## config.mk

```make
export PLATFORM = sky130hd
export DESIGN_NAME = ieee1284_hs_sequencer
export DESIGN_NICKNAME = d
export VERILOG_FILES = /design/src/rtl/seq1284_pkg.sv /design/src/rtl/hs_tick_window.sv /design/src/rtl/hs_accept_judge.sv /design/src/rtl/ieee1284_hs_sequencer.sv
export SDC_FILE = /design/constraint.sdc
export NUM_CORES = 1
export LEC_CHECK = 0
export ABC_AREA = 1
export CAP_MARGIN = 10
export CORE_MARGIN = 5
export CORE_UTILIZATION = 35
export CTS_CLUSTER_SIZE = 20
export DETAILED_ROUTE_END_ITERATION = 8
export PLACE_DENSITY = 0.59
export REMOVE_ABC_BUFFERS = 1
export SYNTH_ARGS = -nofsm -noshare
export SYNTH_HDL_FRONTEND = slang
export SYNTH_HIERARCHICAL = 1
export SYNTH_SLANG_ARGS = --single-unit
export TNS_END_PERCENT = 20
```

## constraint.sdc

```tcl
create_clock -name clk -period 1.76 [get_ports clk]
set_input_delay 0.528 -clock clk [delete_from_list [all_inputs] [get_ports clk]]
set_output_delay 0.528 -clock clk [all_outputs]
set_load 0.005 [all_outputs]
```

## src/rtl/seq1284_pkg.sv

```systemverilog
package seq1284_pkg;

   typedef enum logic [2:0] {
      S_IDLE,
      S_N_SETUP,
      S_N_RESP,
      S_N_STROBE,
      S_N_ACK,
      S_T_ACK,
      S_T_FIN
   } hs_state_e;

   typedef enum logic [1:0] {
      MODE_COMPAT = 2'b00,
      MODE_NIBBLE = 2'b01,
      MODE_EXT    = 2'b10
   } hs_mode_e;

   typedef struct packed {
      logic nstrobe;
      logic nautofd;
      logic ninit;
      logic nselectin;
   } host_lines_t;

   localparam host_lines_t LINES_IDLE     = '{nstrobe: 1'b1, nautofd: 1'b1, ninit: 1'b1, nselectin: 1'b0};
   localparam host_lines_t LINES_NEG_REQ  = '{nstrobe: 1'b1, nautofd: 1'b0, ninit: 1'b1, nselectin: 1'b1};
   localparam host_lines_t LINES_TERM_REQ = '{nstrobe: 1'b1, nautofd: 1'b1, ninit: 1'b1, nselectin: 1'b0};

   function automatic int imax(input int a, input int b);
      return (a > b) ? a : b;
   endfunction

endpackage

```

## src/rtl/hs_tick_window.sv

```systemverilog
module hs_tick_window #(
   parameter int CW = 3
) (
   input  logic          clk,
   input  logic          rst_n,
   input  logic          load,
   input  logic [CW-1:0] load_val,
   input  logic          tick,
   output logic          last
);

   logic [CW-1:0] cnt;

   initial begin
      assert (CW >= 1) else $error("hs_tick_window: CW must be at least 1");
   end

   always_ff @(posedge clk or negedge rst_n) begin
      if (!rst_n)
         cnt <= '0;
      else if (load)
         cnt <= load_val;
      else if (tick && (cnt != '0))
         cnt <= cnt - 1'b1;
   end

   assign last = (cnt == CW'(1));

   // without a load or a tick the window never moves
   a_r13_tick_only : assert property (@(posedge clk) disable iff (!rst_n)
      (!load && !tick) |=> $stable(cnt));

endmodule

```

## src/rtl/hs_accept_judge.sv

```systemverilog
module hs_accept_judge #(
   parameter logic [7:0] NIBBLE_CODE  = 8'h00,
   parameter bit         FORCE_NIBBLE = 1'b1
) (
   input  logic [7:0] code,
   input  logic       select_now,
   output logic       take,
   output logic       is_nibble
);

   assign is_nibble = (code == NIBBLE_CODE);

   generate
      if (FORCE_NIBBLE) begin : g_nibble_exempt
         assign take = is_nibble | select_now;
      end else begin : g_select_only
         assign take = select_now;
      end
   endgenerate

endmodule

```

## src/rtl/ieee1284_hs_sequencer.sv

```systemverilog
module ieee1284_hs_sequencer
   import seq1284_pkg::*;
#(
   parameter int         SETUP_TICKS    = 1,
   parameter int         RESP_TICKS     = 6,
   parameter int         STROBE_TICKS   = 1,
   parameter int         ACK_TICKS      = 7,
   parameter int         TERM_ACK_TICKS = 7,
   parameter int         TERM_FIN_TICKS = 6,
   parameter logic [7:0] NIBBLE_CODE    = 8'h00,
   parameter bit         FORCE_NIBBLE   = 1'b1
) (
   input  logic       clk,
   input  logic       rst_n,
   input  logic       neg_req,
   input  logic [7:0] neg_code,
   input  logic       term_req,
   input  logic       st_nack,
   input  logic       st_busy,
   input  logic       st_perror,
   input  logic       st_select,
   input  logic       st_nfault,
   input  logic       tick,
   output logic [7:0] pd_out,
   output logic       c_nstrobe,
   output logic       c_nautofd,
   output logic       c_ninit,
   output logic       c_nselectin,
   output logic [1:0] cur_mode,
   output logic       hs_done,
   output logic       hs_accepted,
   output logic       hs_rejected,
   output logic       hs_timeout
);

   localparam int MAX_TICKS = imax(imax(imax(SETUP_TICKS, RESP_TICKS), imax(STROBE_TICKS, ACK_TICKS)),
                                   imax(TERM_ACK_TICKS, TERM_FIN_TICKS));
   localparam int CW = $clog2(MAX_TICKS + 1);
   localparam logic [CW-1:0] L_SETUP  = CW'(SETUP_TICKS);
   localparam logic [CW-1:0] L_RESP   = CW'(RESP_TICKS);
   localparam logic [CW-1:0] L_STROBE = CW'(STROBE_TICKS);
   localparam logic [CW-1:0] L_ACK    = CW'(ACK_TICKS);
   localparam logic [CW-1:0] L_TACK   = CW'(TERM_ACK_TICKS);
   localparam logic [CW-1:0] L_TFIN   = CW'(TERM_FIN_TICKS);

   initial begin
      assert (SETUP_TICKS >= 1 && RESP_TICKS >= 1 && STROBE_TICKS >= 1)
         else $error("ieee1284_hs_sequencer: negotiation windows must be at least one tick");
      assert (ACK_TICKS >= 1 && TERM_ACK_TICKS >= 1 && TERM_FIN_TICKS >= 1)
         else $error("ieee1284_hs_sequencer: acknowledge windows must be at least one tick");
   end

   hs_state_e   s_q, s_d;
   host_lines_t ln_q, ln_d;
   hs_mode_e    mode_q, mode_d;
   logic [7:0]  data_q, data_d;
   logic        done_d, acc_d, rej_d, to_d;
   logic        win_load, win_last, expire;
   logic [CW-1:0] win_val;
   logic        take, is_nibble;
   logic        resp_seen, tack_seen;

   hs_tick_window #(.CW(CW)) u_window (
      .clk      (clk),
      .rst_n    (rst_n),
      .load     (win_load),
      .load_val (win_val),
      .tick     (tick),
      .last     (win_last)
   );

   hs_accept_judge #(.NIBBLE_CODE(NIBBLE_CODE), .FORCE_NIBBLE(FORCE_NIBBLE)) u_judge (
      .code       (data_q),
      .select_now (st_select),
      .take       (take),
      .is_nibble  (is_nibble)
   );

   assign expire    = tick & win_last;
   assign resp_seen = st_perror & st_select & st_nfault & ~st_nack;
   assign tack_seen = st_busy & st_nfault & ~st_nack;

   always_comb begin
      s_d      = s_q;
      ln_d     = ln_q;
      mode_d   = mode_q;
      data_d   = data_q;
      done_d   = 1'b0;
      acc_d    = 1'b0;
      rej_d    = 1'b0;
      to_d     = 1'b0;
      win_load = 1'b0;
      win_val  = '0;
      unique case (s_q)
         S_IDLE: begin
            if (term_req && ln_q.nselectin) begin
               ln_d     = LINES_TERM_REQ;
               s_d      = S_T_ACK;
               win_load = 1'b1;
               win_val  = L_TACK;
            end else if (neg_req) begin
               if (ln_q.nselectin) begin
                  done_d = 1'b1;
                  rej_d  = 1'b1;
               end else begin
                  data_d   = neg_code;
                  s_d      = S_N_SETUP;
                  win_load = 1'b1;
                  win_val  = L_SETUP;
               end
            end
         end
         S_N_SETUP: begin
            if (expire) begin
               ln_d     = LINES_NEG_REQ;
               s_d      = S_N_RESP;
               win_load = 1'b1;
               win_val  = L_RESP;
            end
         end
         S_N_RESP: begin
            if (resp_seen) begin
               ln_d.nstrobe = 1'b0;
               s_d          = S_N_STROBE;
               win_load     = 1'b1;
               win_val      = L_STROBE;
            end else if (expire) begin
               done_d = 1'b1;
               to_d   = 1'b1;
               s_d    = S_IDLE;
            end
         end
         S_N_STROBE: begin
            if (expire) begin
               ln_d.nstrobe = 1'b1;
               ln_d.nautofd = 1'b1;
               s_d          = S_N_ACK;
               win_load     = 1'b1;
               win_val      = L_ACK;
            end
         end
         S_N_ACK: begin
            if (st_nack) begin
               done_d = 1'b1;
               s_d    = S_IDLE;
               if (take) begin
                  acc_d  = 1'b1;
                  mode_d = is_nibble ? MODE_NIBBLE : MODE_EXT;
               end else begin
                  rej_d = 1'b1;
               end
            end else if (expire) begin
               done_d = 1'b1;
               to_d   = 1'b1;
               s_d    = S_IDLE;
            end
         end
         S_T_ACK: begin
            if (tack_seen) begin
               mode_d       = MODE_COMPAT;
               ln_d.nautofd = 1'b0;
               s_d          = S_T_FIN;
               win_load     = 1'b1;
               win_val      = L_TFIN;
            end else if (expire) begin
               mode_d = MODE_COMPAT;
               done_d = 1'b1;
               to_d   = 1'b1;
               s_d    = S_IDLE;
            end
         end
         S_T_FIN: begin
            if (st_nack) begin
               ln_d.nautofd = 1'b1;
               done_d       = 1'b1;
               s_d          = S_IDLE;
            end else if (expire) begin
               ln_d.nautofd = 1'b1;
               done_d       = 1'b1;
               to_d         = 1'b1;
               s_d          = S_IDLE;
            end
         end
         default: s_d = S_IDLE;
      endcase
   end

   always_ff @(posedge clk or negedge rst_n) begin
      if (!rst_n) begin
         s_q         <= S_IDLE;
         ln_q        <= LINES_IDLE;
         mode_q      <= MODE_COMPAT;
         data_q      <= 8'h00;
         hs_done     <= 1'b0;
         hs_accepted <= 1'b0;
         hs_rejected <= 1'b0;
         hs_timeout  <= 1'b0;
      end else begin
         s_q         <= s_d;
         ln_q        <= ln_d;
         mode_q      <= mode_d;
         data_q      <= data_d;
         hs_done     <= done_d;
         hs_accepted <= acc_d;
         hs_rejected <= rej_d;
         hs_timeout  <= to_d;
      end
   end

   assign pd_out      = data_q;
   assign c_nstrobe   = ln_q.nstrobe;
   assign c_nautofd   = ln_q.nautofd;
   assign c_ninit     = ln_q.ninit;
   assign c_nselectin = ln_q.nselectin;
   assign cur_mode    = mode_q;

   // outcome flags ride on the done pulse, never more than one
   a_r14_flag_with_done : assert property (@(posedge clk) disable iff (!rst_n)
      (hs_accepted || hs_rejected || hs_timeout) |-> hs_done);
   a_r14_single_outcome : assert property (@(posedge clk) disable iff (!rst_n)
      $onehot0({hs_accepted, hs_rejected, hs_timeout}));
   // strobe is only ever low inside the selected, autofd-low phase
   a_r5_strobe_in_phase : assert property (@(posedge clk) disable iff (!rst_n)
      !c_nstrobe |-> (c_nselectin && !c_nautofd));
   // a negotiation request over an active link is refused next cycle
   a_r2_refuse_active : assert property (@(posedge clk) disable iff (!rst_n)
      (s_q == S_IDLE && neg_req && !term_req && c_nselectin) |=> (hs_done && hs_rejected));
   // termination from idle lines changes nothing
   a_r9_term_ignored : assert property (@(posedge clk) disable iff (!rst_n)
      (s_q == S_IDLE && term_req && !neg_req && !c_nselectin) |=> (!hs_done && !c_nselectin && c_nautofd));
   // leaving the first termination wait always lands in compatibility
   a_r11_compat_after_tack : assert property (@(posedge clk) disable iff (!rst_n)
      (s_q == S_T_ACK && s_d != S_T_ACK) |=> (cur_mode == MODE_COMPAT));

endmodule

```

=== After elaboration in Yosys (flattened, before gate mapping) ===
Cells that the tools add are included.

* Memories kept: 0
* Latch bits: 0
* Bits in read-only memories: 0
* Bits in writable memories: 0
* Input port bits: 18
* Word-level logic and storage cells: 117
* Register bits: 24

* Equal/unequal tests: 18
* $mul: 0
* Shifts and indexed selects: 0
* Bitwise logic cells: 10
* $add $sub $neg: 1
* Reductions and logical operators: 18
* Multiplexer cells: 58
* Divide/modulo/power cells: 0
* Order comparisons: 0

{| class="wikitable"
|+ Operators by type and width
! kind !! number
|-
| two-way mux 3 bit || 15
|-
| two-way mux 1 bit || 25
|-
| one-hot mux 3 bit (6 select lines) || 1
|-
| one-hot mux 3 bit (5 select lines) || 1
|-
| inequality test 2 bit, second input constant || 7
|-
| two-way mux 2 bit || 6
|-
| inequality test 3 bit, second input constant || 4
|-
| one-hot mux 1 bit (4 select lines) || 3
|-
| AND reduction 4 bit || 3
|-
| == test 3 bit, second input constant || 3
|-
| zero test 8 bit || 1
|-
| two-way mux 4 bit || 2
|-
| one-hot mux 2 bit (2 select lines) || 2
|-
| AND 1 bit || 6
|-
| == test 3 x 1 -> 1 bit, second input constant || 2
|-
| == test 3 x 2 -> 1 bit, second input constant || 2
|-
| AND reduction 6 bit || 1
|-
| nonzero test 2 bit || 3
|-
| one-hot mux 1 bit (5 select lines) || 1
|-
| AND reduction 5 bit || 1
|-
| nonzero test 5 bit || 1
|-
| nonzero test 4 bit || 1
|-
| OR reduction 2 bit || 2
|-
| zero test 3 bit || 1
|-
| 8 further kinds || 11
|}

=== Logic depth before layout (Yosys ltp) ===
* Depth in word-level cells: 6
* Gate-level depth with buffers: 13
* Depth with buffers taken out: 13

=== Cells and area by module ===
Netlist, hierarchy kept.

{| class="wikitable"
|+ By module, submodules not included
! module !! seq. area each (sq um) !! area each (sq um) !! cells each !! instances
|-
| ieee1284_hs_sequencer || 503.0 || 1107.3 || 154 || 1
|-
| hs_tick_window || 75.1 || 230.2 || 32 || 1
|-
| hs_accept_judge || 0.0 || 35.0 || 9 || 1
|}

=== Least setup slack after synthesis ===
Ideal clock, no wire load.

* Path kind: reg2reg
* Start point: register u_window.cnt[0]
* End point: register u_window.cnt[1]
* Slack: 0.133 ns
* Clock period less this slack: 1.627 ns
* Required time: 1.638 ns
* Cell stages (with the launch flop): 12
* Arrival: 1.505 ns
* Cell sequence: dfrtp_1 -> ha_1 -> inv_1 -> nor2_1 -> nand2_2 -> inv_1 -> a31oi_1 -> nand3_1 -> inv_2 -> nand2_4 -> nand2_1 -> o21ai_1

* Longest elaborated chain between the ends: 5
* Elaborated cells on any way between the ends: 13
* Those cells by class: 1 x add/sub; 1 x eq/ne; 7 x mux; 1 x bitwise; 3 x reduce/logical

{| class="wikitable"
|+ RTL lines
! element !! line !! text
|-
| start: declaration || hs_tick_window.sv:12 || <nowiki>logic [CW-1:0] cnt;</nowiki>
|-
| start signal: assignment || hs_tick_window.sv:22 || <nowiki>cnt <= load_val;</nowiki>
|-
| start signal: assignment || hs_tick_window.sv:24 || <nowiki>cnt <= cnt - 1'b1;</nowiki>
|-
| == test 3 x 1 -> 1 bit * || hs_tick_window.sv:27 || <nowiki>assign last = (cnt == CW'(1));</nowiki>
|-
| via win_last || ieee1284_hs_sequencer.sv:58 || <nowiki>logic win_load, win_last, expire;</nowiki>
|-
| AND 1 bit * || ieee1284_hs_sequencer.sv:79 || <nowiki>assign expire = tick & win_last;</nowiki>
|-
| two-way mux 1 bit * || ieee1284_hs_sequencer.sv:114, ieee1284_hs_sequencer.sv:134 ||
|-
| one-hot mux 1 bit (4 select lines) * || ieee1284_hs_sequencer.sv:94 || <nowiki>unique case (s_q)</nowiki>
|-
| via win_load || ieee1284_hs_sequencer.sv:58 ||
|-
| two-way mux 3 bit / nonzero test 2 bit (equally long branches) || n/a ||
|}

Mark *: on every way through the listed nets, which the timed path passes. The rest lies on a longest branch. The select of a mux whose other input is x is not followed.
A chain may end at the register's enable or synchronous reset.

=== Worst setup path after layout ===
* Start point: register data_q[2], in the netlist pd_out[2]
* End point: output port pd_out[2]

{| class="wikitable"
|+ RTL lines
! element !! line !! text
|-
| start: declaration || ieee1284_hs_sequencer.sv:56 || <nowiki>logic [7:0] data_q, data_d;</nowiki>
|-
| start signal: assignment || ieee1284_hs_sequencer.sv:202 || <nowiki>data_q <= data_d;</nowiki>
|-
| end: declaration || ieee1284_hs_sequencer.sv:24 || <nowiki>output logic [7:0] pd_out,</nowiki>
|}

No word-level cell between the ends.

==> results.md <==
- Status: finished, final reports clean
- Reg2reg path depth: 9
- Synthesis Warnings: 6
- Synth cell types: 23
- Synth Register Bits: 23
- WP depth: 1
- Layout area overhead: 42.5%
- Io pins: 36
- Placed Area: 1880 µm²
- Type of the worst setup path: flip-flop to output pin
- Initial Util: 36.7%
- CTS root buffer: clkbuf_8
- DRC: 0
- Crit path max fanout: 3
- Detailed Route WL: 3.48 mm
- Final hold violation count: 0
- Antenna violations before repair: 0
- Starting DRT DRC Count: 82
- Layout fillers: 393
- Vias in the first global route: 1171
- DP HPWL: 2.69 mm
- DRT antenna net count: 0
- First-pass GRT wire length: 5.38 mm
- Critical path buffers and inverters: 1
- Setup violators final: 0
- H-tree depth: 1
- Final instance area: 1960 µm²
- Clk_lat worst skew: 270 ps
- Max Cap Viol: 0
- Final Max Tran Viols: 0
- Power density over the cells: 1550 nW/µm²
- Routed wire per std cell: 11.8 µm
- 1st-pass router iterations: 4
- Period utilization: 96.3%
- Row Count: 22
- Max Freq: 0.590 GHz
- WP data arrival: 1170 ps
- Number of inserted diodes: 0
- Cell Area, Synth: 1370 µm²
- Hold Crit Class: flip-flop to flip-flop
- Clk sink count: 23
- CTS tree: built
- GRT Total Usage: 12.8%
- RSZ-0062 raised after global routing: false
- Die Y: 72.6 µm
- Critical path capture point type: output pin
- Vias per cell: 4.66
- Worst Clk Skew: 4.20 ps
- CP max stage delay: 520 ps
- Most common cell after layout, fill and taps aside: nand2_1
- Syn_area_per_cell: 7.04 µm²
- Setup TNS: 0 ps
- Leak pwr: 1.04 nW
- Sequential share of the synthesized area: 42.1%
- Most frequent cells in the layout: nand2_1 (66), clkdlybuf4s50_1 (28), nand3_1 (23)
- R2r setup slk: 180 ps
- Core ar.: 3740 µm²
- CTS Buf Count: 3
- Critical-path cell list: clkdlybuf4s50_1
- Fin util: 52.2%
- Crit-path slowest cell: clkdlybuf4s50_1
- Post-synthesis cell count: 195
- Proportion of layout cells with a drive suffix above 1: 17.8%
- Port bufs: 34
- Routability cong.: 0.887
- Hold depth: 2
- Max VDD drop: 722 µV
- Die area: 5270 µm²
- Vias: 1376
- Die W: 72.6 µm
- Fin Hold WS: 464 ps
- CP Data Required Time: 1230 ps
- Crit path time final: 1700 ps
- CP startpoint kind: flip-flop
- Largest net degree at the start of global routing: 24
- Grt total ovfl: 0
- Clock tree buffer depth: 2
- Nets: 269
- Clock transition at the registers of the reported paths: 90 ps
- CP top delay family: buffers and inverters
==> layout make-up <==
cell class | count | area (µm²) | share of cell area [%]
multi-input combinational | 146 | 702 | 35.9
inverter | 21 | 78.8 | 4.03
timing repair buffer | 53 | 490 | 25.1
clock inverter | 1 | 5.00 | 0.256
sequential | 23 | 578 | 29.6
clock buffer | 3 | 41.3 | 2.11
tap | 48 | 60.1 | 3.07
==> sequential cells by signal, indices dropped and copies added (netlist names) <==
name and cells:
c_nautofd 1, pd_out 8, s_q 3, u_window/cnt 3, hs_done 1, hs_timeout 1
cur_mode 2, hs_accepted 1, c_nselectin 1, hs_rejected 1, c_nstrobe 1
==> report_power, final <==
part / internal (W) / switching [W]
clock: 0.000159 / 0.000185
combinational: 0.000815 / 0.000925
sequential: 0.000766 / 0.000189
total: 0.00174 / 0.00130
==> stage by stage <==
| stage | power, W | instances | worst slack, ps |
|---|---|---|---|
| floorplan | 0.00193 | 190 | 132 |
| global placement | 0.00271 | 290 | -264 |
| detailed placement | 0.00270 | 290 | -282 |
| CTS | 0.00305 | 294 | 7.00 |
| global route | 0.00333 | 295 | 3.57 |
| finish | 0.00304 | 295 | 64.4 |
==> cell usage after synthesis, drive strengths merged <==
library cell	count	area, µm²
nand4	5	31.3
o21ai	13	65.1
inv	21	78.8
a31oi	1	6.26
conb	1	3.75
nor2	21	88.8
o211ai	2	15.0
buf	5	30.0
nand2	72	290
dfstp	2	52.6
o31ai	1	7.51
nand3	26	135
dfrtp	21	526
ha	3	37.5
a21oi	1	5.00
==> worst paths after layout <==
path	from	endpoint
setup / recovery	pd_out[2]	pd_out[2]
setup reg to reg	s_q[1]	u_window/cnt[0]
min in group asynchronous	rst_n	hs_done
hold / removal	c_nautofd	c_nautofd
max in group asynchronous	rst_n	c_nautofd
hold reg to reg	c_nautofd	c_nautofd
==> kinds of logic (layout without fill, tap and decap cells) <==
family          after synthesis  count (layout)  synth area share, %
simple gates                124             124                 39.7
buf+inv                      26              78                 7.93
fa+ha+maj                     3               3                 2.74
flops                        23              23                 42.1
other cells                   1               1                0.273
compound gates               18              18                 7.20
==> layer usage <==
layer,vias up,part of all wire (%),GRT usage [%]
li1,724,-,-
met1,609,49,18.9
met2,39,44,18.9
met3,4,5.5,2.62
met4,0,1.2,3.69
met5,-,0,0
==> timing repair <==
item                       4_1_cts  5_1_grt
hold buffers                     0        0
resized for setup                2        7
setup buffers                    0        1
setup endpoints to repair        2        5
pin swaps                        0        1
(Power assumes the default switching activity.)
